==> src/rtl/msoff_pkg.sv <==
package msoff_pkg;

   function automatic bit is_pow2(input int v);
      return (v > 0) && ((v & (v - 1)) == 0);
   endfunction

   function automatic int max_of(input int a, input int b);
      return (a > b) ? a : b;
   endfunction

endpackage

==> src/rtl/msoff_cfg.sv <==
module msoff_cfg #(
   parameter int WIDTH_W = 16,
   parameter int TILE_SH = 5,
   parameter int TPR_W   = 12
) (
   input  logic               clk,
   input  logic               rst_n,
   input  logic               strobe,
   input  logic [WIDTH_W-1:0] width,
   output logic [TPR_W-1:0]   tpr,
   output logic [WIDTH_W:0]   pad_w
);
   localparam int SUM_W = WIDTH_W + 1;

   logic [SUM_W-1:0] rounded;
   logic [TPR_W-1:0] tpr_d;

   assign rounded = {1'b0, width} + SUM_W'((1 << TILE_SH) - 1);
   assign tpr_d   = TPR_W'(rounded >> TILE_SH);

   always_ff @(posedge clk or negedge rst_n) begin
      if (!rst_n)      tpr <= '0;
      else if (strobe) tpr <= tpr_d;
   end

   assign pad_w = SUM_W'({tpr, {TILE_SH{1'b0}}});


   cfg_hold_chk: assert property (@(posedge clk) disable iff (!rst_n)
      !strobe |=> $stable(tpr));

endmodule

==> src/rtl/msoff_extract.sv <==
module msoff_extract #(
   parameter int XY_W    = 16,
   parameter int TILE_SH = 5,
   parameter int SIDX_W  = 3,
   parameter int SMP_SH  = 2,
   parameter int WORD_SH = 2,
   parameter int TPR_W   = 12,
   parameter int PAD_W   = 17,
   parameter int CW      = XY_W - TILE_SH,
   parameter int LOW_W   = WORD_SH + 2 + SMP_SH
) (
   input  logic               clk,
   input  logic               rst_n,
   input  logic               en,
   input  logic               v_in,
   input  logic [XY_W-1:0]    x,
   input  logic [XY_W-1:0]    y,
   input  logic [SIDX_W-1:0]  sample,
   input  logic [TPR_W-1:0]   tpr_in,
   input  logic [PAD_W-1:0]   pad_w,
   output logic               v_q,
   output logic [CW-1:0]      tcol_q,
   output logic [CW-1:0]      trow_q,
   output logic [TILE_SH-1:0] xg_q,
   output logic [TILE_SH-1:0] yg_q,
   output logic [LOW_W-1:0]   low_q,
   output logic               err_q,
   output logic [TPR_W-1:0]   tpr_q
);
   import msoff_pkg::*;

   localparam int SMP_BIT = WORD_SH + 2;
   localparam int CMP_W   = max_of(XY_W, PAD_W) + 1;

   logic [LOW_W-1:0]   smp_lo;
   logic               smp_err;
   logic               x_err;
   logic [LOW_W-1:0]   low_d;
   logic [TILE_SH-1:0] quad_mask;

   generate
      if (SMP_SH == 0) begin : g_single
         assign smp_lo  = '0;
         assign smp_err = |sample;
      end else if (SIDX_W > SMP_SH) begin : g_wide
         assign smp_lo  = LOW_W'(sample[SMP_SH-1:0]);
         assign smp_err = |sample[SIDX_W-1:SMP_SH];
      end else begin : g_exact
         assign smp_lo  = LOW_W'(sample);
         assign smp_err = 1'b0;
      end
   endgenerate

   assign x_err     = CMP_W'(x) >= CMP_W'(pad_w);
   assign quad_mask = ~TILE_SH'(1);
   assign low_d     = (smp_lo << SMP_BIT)
                    | (LOW_W'(y[0]) << (WORD_SH + 1))
                    | (LOW_W'(x[0]) << WORD_SH);

   always_ff @(posedge clk or negedge rst_n) begin
      if (!rst_n) begin
         v_q    <= 1'b0;
         tcol_q <= '0;
         trow_q <= '0;
         xg_q   <= '0;
         yg_q   <= '0;
         low_q  <= '0;
         err_q  <= 1'b0;
         tpr_q  <= '0;
      end else if (en) begin
         v_q    <= v_in;
         tcol_q <= x[XY_W-1:TILE_SH];
         trow_q <= y[XY_W-1:TILE_SH];
         xg_q   <= x[TILE_SH-1:0] & quad_mask;
         yg_q   <= y[TILE_SH-1:0] & quad_mask;
         low_q  <= low_d;
         err_q  <= smp_err | x_err;
         tpr_q  <= tpr_in;
      end
   end

endmodule

==> src/rtl/msoff_scale.sv <==
module msoff_scale #(
   parameter int CW         = 11,
   parameter int TILE_SH    = 5,
   parameter int LOW_W      = 6,
   parameter int TPR_W      = 12,
   parameter int ADDR_W     = 32,
   parameter int TILE_BYTES = 16384,
   parameter int GX_BYTES   = 32,
   parameter int GY_BYTES   = 512
) (
   input  logic               clk,
   input  logic               rst_n,
   input  logic               en,
   input  logic               v_in,
   input  logic [CW-1:0]      tcol,
   input  logic [CW-1:0]      trow,
   input  logic [TILE_SH-1:0] xg,
   input  logic [TILE_SH-1:0] yg,
   input  logic [LOW_W-1:0]   low_in,
   input  logic               err_in,
   input  logic [TPR_W-1:0]   tpr,
   output logic               v_q,
   output logic [ADDR_W-1:0]  tile_q,
   output logic [ADDR_W-1:0]  grp_q,
   output logic [LOW_W-1:0]   low_q,
   output logic               err_q
);
   logic [ADDR_W-1:0] col_term, row_term, tile_d, grp_d;

   assign col_term = ADDR_W'(tcol) * ADDR_W'(TILE_BYTES);
   assign row_term = ADDR_W'(trow) * ADDR_W'(tpr) * ADDR_W'(TILE_BYTES);
   assign tile_d   = col_term + row_term;
   assign grp_d    = ADDR_W'(xg) * ADDR_W'(GX_BYTES)
                   + ADDR_W'(yg) * ADDR_W'(GY_BYTES);

   always_ff @(posedge clk or negedge rst_n) begin
      if (!rst_n) begin
         v_q    <= 1'b0;
         tile_q <= '0;
         grp_q  <= '0;
         low_q  <= '0;
         err_q  <= 1'b0;
      end else if (en) begin
         v_q    <= v_in;
         tile_q <= tile_d;
         grp_q  <= grp_d;
         low_q  <= low_in;
         err_q  <= err_in;
      end
   end

endmodule

==> src/rtl/msoff_sum.sv <==
module msoff_sum #(
   parameter int ADDR_W  = 32,
   parameter int LOW_W   = 6,
   parameter int WORD_SH = 2
) (
   input  logic              clk,
   input  logic              rst_n,
   input  logic              en,
   input  logic              v_in,
   input  logic [ADDR_W-1:0] tile,
   input  logic [ADDR_W-1:0] grp,
   input  logic [LOW_W-1:0]  low_in,
   input  logic              err_in,
   output logic              v_q,
   output logic [ADDR_W-1:0] off_q,
   output logic              err_q
);
   always_ff @(posedge clk or negedge rst_n) begin
      if (!rst_n) begin
         v_q   <= 1'b0;
         off_q <= '0;
         err_q <= 1'b0;
      end else if (en) begin
         v_q   <= v_in;
         off_q <= tile + grp + ADDR_W'(low_in);
         err_q <= err_in;
      end
   end


   low_field_chk: assert property (@(posedge clk) disable iff (!rst_n)
      (en && v_in) |=> (off_q[LOW_W-1:0] == $past(low_in)));


   word_align_chk: assert property (@(posedge clk) disable iff (!rst_n)
      v_q |-> (off_q[WORD_SH-1:0] == '0));

endmodule

==> src/rtl/ms_tile_offset.sv <==
module ms_tile_offset #(
   parameter int XY_W       = 16,
   parameter int ADDR_W     = 32,
   parameter int WIDTH_W    = 16,
   parameter int TILE_W     = 32,
   parameter int SAMPLES    = 4,
   parameter int WORD_BYTES = 4,
   parameter int SIDX_W     = 3
) (
   input  logic              clk,
   input  logic              rst_n,
   input  logic              cfg_strobe,
   input  logic [WIDTH_W-1:0] cfg_width,
   input  logic              in_valid,
   output logic              in_ready,
   input  logic [XY_W-1:0]   in_x,
   input  logic [XY_W-1:0]   in_y,
   input  logic [SIDX_W-1:0] in_sample,
   output logic              out_valid,
   input  logic              out_ready,
   output logic [ADDR_W-1:0] out_offset,
   output logic              out_err
);
   import msoff_pkg::*;

   localparam int TILE_SH    = $clog2(TILE_W);
   localparam int SMP_SH     = $clog2(SAMPLES);
   localparam int WORD_SH    = $clog2(WORD_BYTES);
   localparam int CW         = XY_W - TILE_SH;
   localparam int TPR_W      = WIDTH_W + 1 - TILE_SH;
   localparam int PAD_W      = WIDTH_W + 1;
   localparam int LOW_W      = WORD_SH + 2 + SMP_SH;
   localparam int TILE_BYTES = TILE_W * TILE_W * SAMPLES * WORD_BYTES;
   localparam int GX_BYTES   = 2 * SAMPLES * WORD_BYTES;
   localparam int GY_BYTES   = TILE_W * SAMPLES * WORD_BYTES;

   generate
      if (!is_pow2(TILE_W) || TILE_W < 4) begin : g_bad_tile
         $error("TILE_W must be a power of two of at least 4");
      end
      if (!is_pow2(SAMPLES)) begin : g_bad_smp
         $error("SAMPLES must be a power of two");
      end
      if (!is_pow2(WORD_BYTES) || WORD_BYTES < 2) begin : g_bad_word
         $error("WORD_BYTES must be a power of two of at least 2");
      end
      if (SIDX_W < 1 || SIDX_W < SMP_SH) begin : g_bad_sidx
         $error("SIDX_W too narrow for SAMPLES");
      end
      if (XY_W <= TILE_SH || WIDTH_W <= TILE_SH) begin : g_bad_xy
         $error("coordinate or width field narrower than a tile");
      end
      if (ADDR_W < LOW_W + TILE_SH) begin : g_bad_addr
         $error("ADDR_W too narrow");
      end
   endgenerate

   logic adv;
   assign adv      = !out_valid || out_ready;
   assign in_ready = adv;

   logic [TPR_W-1:0] tpr_cur;
   logic [PAD_W-1:0] pad_cur;

   msoff_cfg #(.WIDTH_W(WIDTH_W), .TILE_SH(TILE_SH), .TPR_W(TPR_W)) u_cfg (
      .clk(clk), .rst_n(rst_n), .strobe(cfg_strobe), .width(cfg_width),
      .tpr(tpr_cur), .pad_w(pad_cur));

   logic               s1_v, s1_err;
   logic [CW-1:0]      s1_tcol, s1_trow;
   logic [TILE_SH-1:0] s1_xg, s1_yg;
   logic [LOW_W-1:0]   s1_low;
   logic [TPR_W-1:0]   s1_tpr;

   msoff_extract #(
      .XY_W(XY_W), .TILE_SH(TILE_SH), .SIDX_W(SIDX_W), .SMP_SH(SMP_SH),
      .WORD_SH(WORD_SH), .TPR_W(TPR_W), .PAD_W(PAD_W), .CW(CW), .LOW_W(LOW_W)
   ) u_ext (
      .clk(clk), .rst_n(rst_n), .en(adv), .v_in(in_valid),
      .x(in_x), .y(in_y), .sample(in_sample), .tpr_in(tpr_cur), .pad_w(pad_cur),
      .v_q(s1_v), .tcol_q(s1_tcol), .trow_q(s1_trow), .xg_q(s1_xg),
      .yg_q(s1_yg), .low_q(s1_low), .err_q(s1_err), .tpr_q(s1_tpr));

   logic              s2_v, s2_err;
   logic [ADDR_W-1:0] s2_tile, s2_grp;
   logic [LOW_W-1:0]  s2_low;

   msoff_scale #(
      .CW(CW), .TILE_SH(TILE_SH), .LOW_W(LOW_W), .TPR_W(TPR_W), .ADDR_W(ADDR_W),
      .TILE_BYTES(TILE_BYTES), .GX_BYTES(GX_BYTES), .GY_BYTES(GY_BYTES)
   ) u_scl (
      .clk(clk), .rst_n(rst_n), .en(adv), .v_in(s1_v),
      .tcol(s1_tcol), .trow(s1_trow), .xg(s1_xg), .yg(s1_yg),
      .low_in(s1_low), .err_in(s1_err), .tpr(s1_tpr),
      .v_q(s2_v), .tile_q(s2_tile), .grp_q(s2_grp), .low_q(s2_low), .err_q(s2_err));

   msoff_sum #(.ADDR_W(ADDR_W), .LOW_W(LOW_W), .WORD_SH(WORD_SH)) u_sum (
      .clk(clk), .rst_n(rst_n), .en(adv), .v_in(s2_v),
      .tile(s2_tile), .grp(s2_grp), .low_in(s2_low), .err_in(s2_err),
      .v_q(out_valid), .off_q(out_offset), .err_q(out_err));


   stall_hold_chk: assert property (@(posedge clk) disable iff (!rst_n)
      (out_valid && !out_ready) |=>
         (out_valid && $stable(out_offset) && $stable(out_err)));

endmodule

==> config.mk <==
export PLATFORM = sky130hd
export DESIGN_NAME = ms_tile_offset
export DESIGN_NICKNAME = d
export VERILOG_FILES = /design/src/rtl/msoff_pkg.sv /design/src/rtl/msoff_cfg.sv /design/src/rtl/msoff_extract.sv /design/src/rtl/msoff_scale.sv /design/src/rtl/msoff_sum.sv /design/src/rtl/ms_tile_offset.sv
export SDC_FILE = /design/constraint.sdc
export NUM_CORES = 1
export LEC_CHECK = 0
export BUFFER_PORTS_ARGS = -buffer_cell sky130_fd_sc_hd__buf_2
export CAP_MARGIN = 10
export CELL_PAD_IN_SITES_DETAIL_PLACEMENT = 1
export CELL_PAD_IN_SITES_GLOBAL_PLACEMENT = 1
export CORE_AREA = 2 2 147 149
export DETAILED_ROUTE_END_ITERATION = 8
export DIE_AREA = 0 0 149 151
export GPL_TIMING_DRIVEN = 0
export PLACE_DENSITY_LB_ADDON = 0.15
export SLEW_MARGIN = 10
export SYNTH_ARGS = -nofsm -noshare
export SYNTH_HDL_FRONTEND = slang
export SYNTH_SLANG_ARGS = --single-unit
==> constraint.sdc <==
create_clock -name clk -period 6.6 [get_ports clk]
set_clock_uncertainty 0.2 [all_clocks]
set_input_delay 0 -clock clk [delete_from_list [all_inputs] [get_ports clk]]
set_output_delay 0 -clock clk [all_outputs]
set_load 0.02 [all_outputs]
==> summary.txt <==
Run status
  • Status: completed

GRT
  • Gr ovfl total: 0
  • All-Layer GR Usage: a little over a quarter
  • Initial antenna violation count: 0
  • Vias in the first global route: 8775
  • Largest net degree at the start of global routing: between 60 and 70
  • First-pass GRT wire length: roughly 45 mm

Placed design
  • GPL Wtd Cong: between 0.8 and 0.9
  • Post-DP HPWL: slightly above 20 mm
  • Port buffer count: between 80 and 90

Detailed routing
  • DRC Markers: 0
  • Via count: ~8000
  • Initial DRT Pass Iterations: 4
  • Initial drt markers: around 290
  • ANT nets after route: 0
  • Routed Wire Length: between 20 and 30 mm
  • DR WL/cell: roughly 18 microns
  • Via/cell ratio: 5.17

Logic synthesis
  • Post-Synthesis Cells: approximately 1100
  • Register area share after synthesis: between 30% and 40%
  • Unique masters post-synth: a little under 60
  • Mapped Area: 9500 sq um
  • Compound-Gate Fraction of Synth Area: between 7 and 8%
  • Yosys warning count: 0
  • Post-synth top flop: dfrtp_1
  • Async SR Flop Fraction: 100%
  • Post-Synth XOR/XNOR Area: under 10%
  • Post-Synth Simple-Gate Area: between 20 and 25%
  • Syn avg cell area: a little under 9 sq um
  • Number of synthesized flops with an enable pin: 0
  • Adder-Cell Fraction of Synth Area: approximately a quarter
  • Flops & latches, synth: around 120
  • Post-synthesis mux area share: 0%
  • Largest family of logic cells by synthesized area: adder cells

Cells and area
  • Synth-to-layout area growth: 22.9%
  • Commonest non-fill, non-tap cells in the layout: nand2_1, dfrtp_1, inv_1
  • Share of layout cells above drive strength 1: between 10% and 20%
  • Fin nets: roughly 1500
  • Ant. Diodes: 0
  • Commonest non-fill, non-tap cell in the layout: nand2_1

Critical path
  • Worst-path fanout max: 10
  • Critical Path RT: around 6700 ps
  • FF-to-FF setup slack: about 180 ps
  • CP Launch Type: flip-flop
  • CP arrival: 6490 ps
  • Crit-path cells: clkbuf_2, nand2_1, fa_1, fa_1, inv_1, ha_1, fa_1, inv_1, fa_1, inv_1, ha_1, a2111o_1, a211oi_2, nor2_1, ha_1, nand2_1, nand2b_1, a41oi_2, a31o_2, or4_4, xnor2_4, a21oi_1
  • CP max stage delay: approximately 550 ps
  • Worst path most repeated cell: fa_1
  • Slowest CP cell: fa_1
  • Crit end category: flip-flop
  • Type of the worst setup path: reg2reg

STA
  • Worst-Margin Slew: roughly 800 ps
  • Ratio of final minimum period to clock period: a little over nine tenths
  • Relative slew slack: a little under half
  • Tmin final: 6420 ps
  • Final setup fails: 0
  • Peak Freq: ~0.16 GHz
  • Final hold violations: 0
  • Setup tns final: 0 ps
  • Max Slew Vio Count: 0

Floorplan
  • Die Wd: about 150 microns
  • Num rows: 53
  • CORE AREA: 20800 sq um
  • Initial Util: a little under half
  • Die height: 151 microns
  • Ports: ~90
  • Die area: about 22000 sq um

Clocking
  • Worst-path clk slew: 60 ps
  • Clock sinks: ~120
  • CTS tree: done
  • Clock latency on the worst-skew pair: 420 ps
  • Root buffer cell: clkbuf_16
  • Clock buffer depth: 2
  • H-tree depth: 4
  • Num CTS Buffers: 17

Run
  • Max-Cap Viols: 0

Hold path
  • Hold Path Class: in2reg
## Yosys cell counts, types with 4 or more instances
| master | instances | area (sq um) |
|---|---|---|
| nor2b_1 | 5 | 31.3 |
| clkbuf_1 | 48 | 180 |
| nor2_1 | 40 | 150 |
| nand3_1 | 6 | 30.0 |
| a21oi_1 | 32 | 160 |
| a21o_1 | 6 | 45.0 |
| inv_1 | 121 | 454 |
| o21ai_1 | 4 | 20.0 |
| xnor2_1 | 27 | 236 |
| nor3_1 | 12 | 60.1 |
| fa_1 | 82 | 1640 |
| and2_1 | 68 | 425 |
| o21a_1 | 8 | 60.1 |
| dfrtp_1 | 124 | 3100 |
| xor2_1 | 15 | 131 |
| o21ai_0 | 28 | 140 |
| nand2_1 | 336 | 1260 |
| ha_1 | 62 | 776 |
| nand2b_1 | 6 | 37.5 |
## final timing paths
path                                           endpoint  cells after the start                   startpoint
setup / recovery           u_scl.tile_q[31]$_DFFE_PN0P_                     22   u_ext.tpr_q[0]$_DFFE_PN0P_
hold / removal                u_ext.yg_q[3]$_DFFE_PN0P_                      4                      in_y[3]
setup reg to reg           u_scl.tile_q[31]$_DFFE_PN0P_                     22   u_ext.tpr_q[0]$_DFFE_PN0P_
hold reg to reg             u_sum.off_q[13]$_DFFE_PN0P_                      2  u_sum.off_q[13]$_DFFE_PN0P_
max in group asynchronous      u_cfg.tpr[0]$_DFFE_PN0P_                      4                        rst_n
min in group asynchronous   u_sum.off_q[15]$_DFFE_PN0P_                      4                        rst_n
## logic make-up after synthesis
| logic type | after synthesis |
|---|---|
| AND/OR/NAND/NOR | 495 |
| buffers and inverters | 173 |
| flip-flops | 124 |
| other | 1 |
| AO/OA/AOI/OAI | 112 |
| adder cells (fa/ha/maj) | 144 |
| XOR/XNOR | 43 |
## metal layers
layer	part of all wire (%)	track usage [%]	wire length, microns
met5	0	0	0
met4	2.7	9.14	766
met3	4.1	4.22	1140
met2	51	45.9	14200
met1	42	33.3	11900
## final cells by class
| type | count | area (sq um) |
|---|---|---|
| multi-input cells | 796 | 5800 |
| clock inverters | 14 | 146 |
| clock buffers | 18 | 439 |
| plain buffers | 46 | 249 |
| inverters | 121 | 454 |
| flip-flops and latches | 124 | 3100 |
| fillers | 2442 | 9140 |
| well taps | 275 | 344 |
| repair buffers | 155 | 1140 |
## through the flow
stage               setup slack (ps)  instance area (sq um)  utilization (%)  hold WS (ps)  std cells
floorplan                        575                   9500                -          -496       1093
global placement                -376                  10300             49.4         -4.91       1456
detailed placement              -444                  10300             49.6          -144       1457
CTS                             1.26                  11600             55.7          86.3       1550
global route                   -49.6                  11700             56.1           114       1549
finish                           180                  11700             56.1           112       1549
## state kept, by name (all words and copies together), names as in the netlist
name / count
u_sum.off_q: 30
u_ext.low_q: 4
u_ext.xg_q: 4
u_scl.tile_q: 18
u_ext.tcol_q: 11
u_ext.tpr_q: 12
u_ext.trow_q: 11
u_sum.v_q: 1
u_ext.yg_q: 4
u_scl.grp_q: 8
u_ext.err_q: 1
u_cfg.tpr: 12
u_scl.err_q: 1
u_sum.err_q: 1
u_ext.v_q: 1
u_scl.low_q: 4
u_scl.v_q: 1
## critical path, delay by kind of cell, from the launching register on
| family | cells | cell delay [ps] |
|---|---|---|
| AND/OR/NAND/NOR | 5 | 860 |
| flip-flops | 1 | 370 |
| buffers and inverters | 4 | 390 |
| XOR/XNOR | 1 | 220 |
| AO/OA/AOI/OAI | 5 | 1130 |
| adder cells (fa/ha/maj) | 7 | 3060 |
## what timing repair did
item                                    in CTS  in global routing
endpoints found under the hold margin      172                  0
pin swaps                                    1                  4
resized for setup                           20                 39
cloned                                       0                  0
setup buffers                                1                  4
hold buffers                                61                  0
endpoints found under the setup margin       6                  5
Power is not shown: default switching activity piles up to over one toggle a cycle in this logic, so the estimate is an artifact.
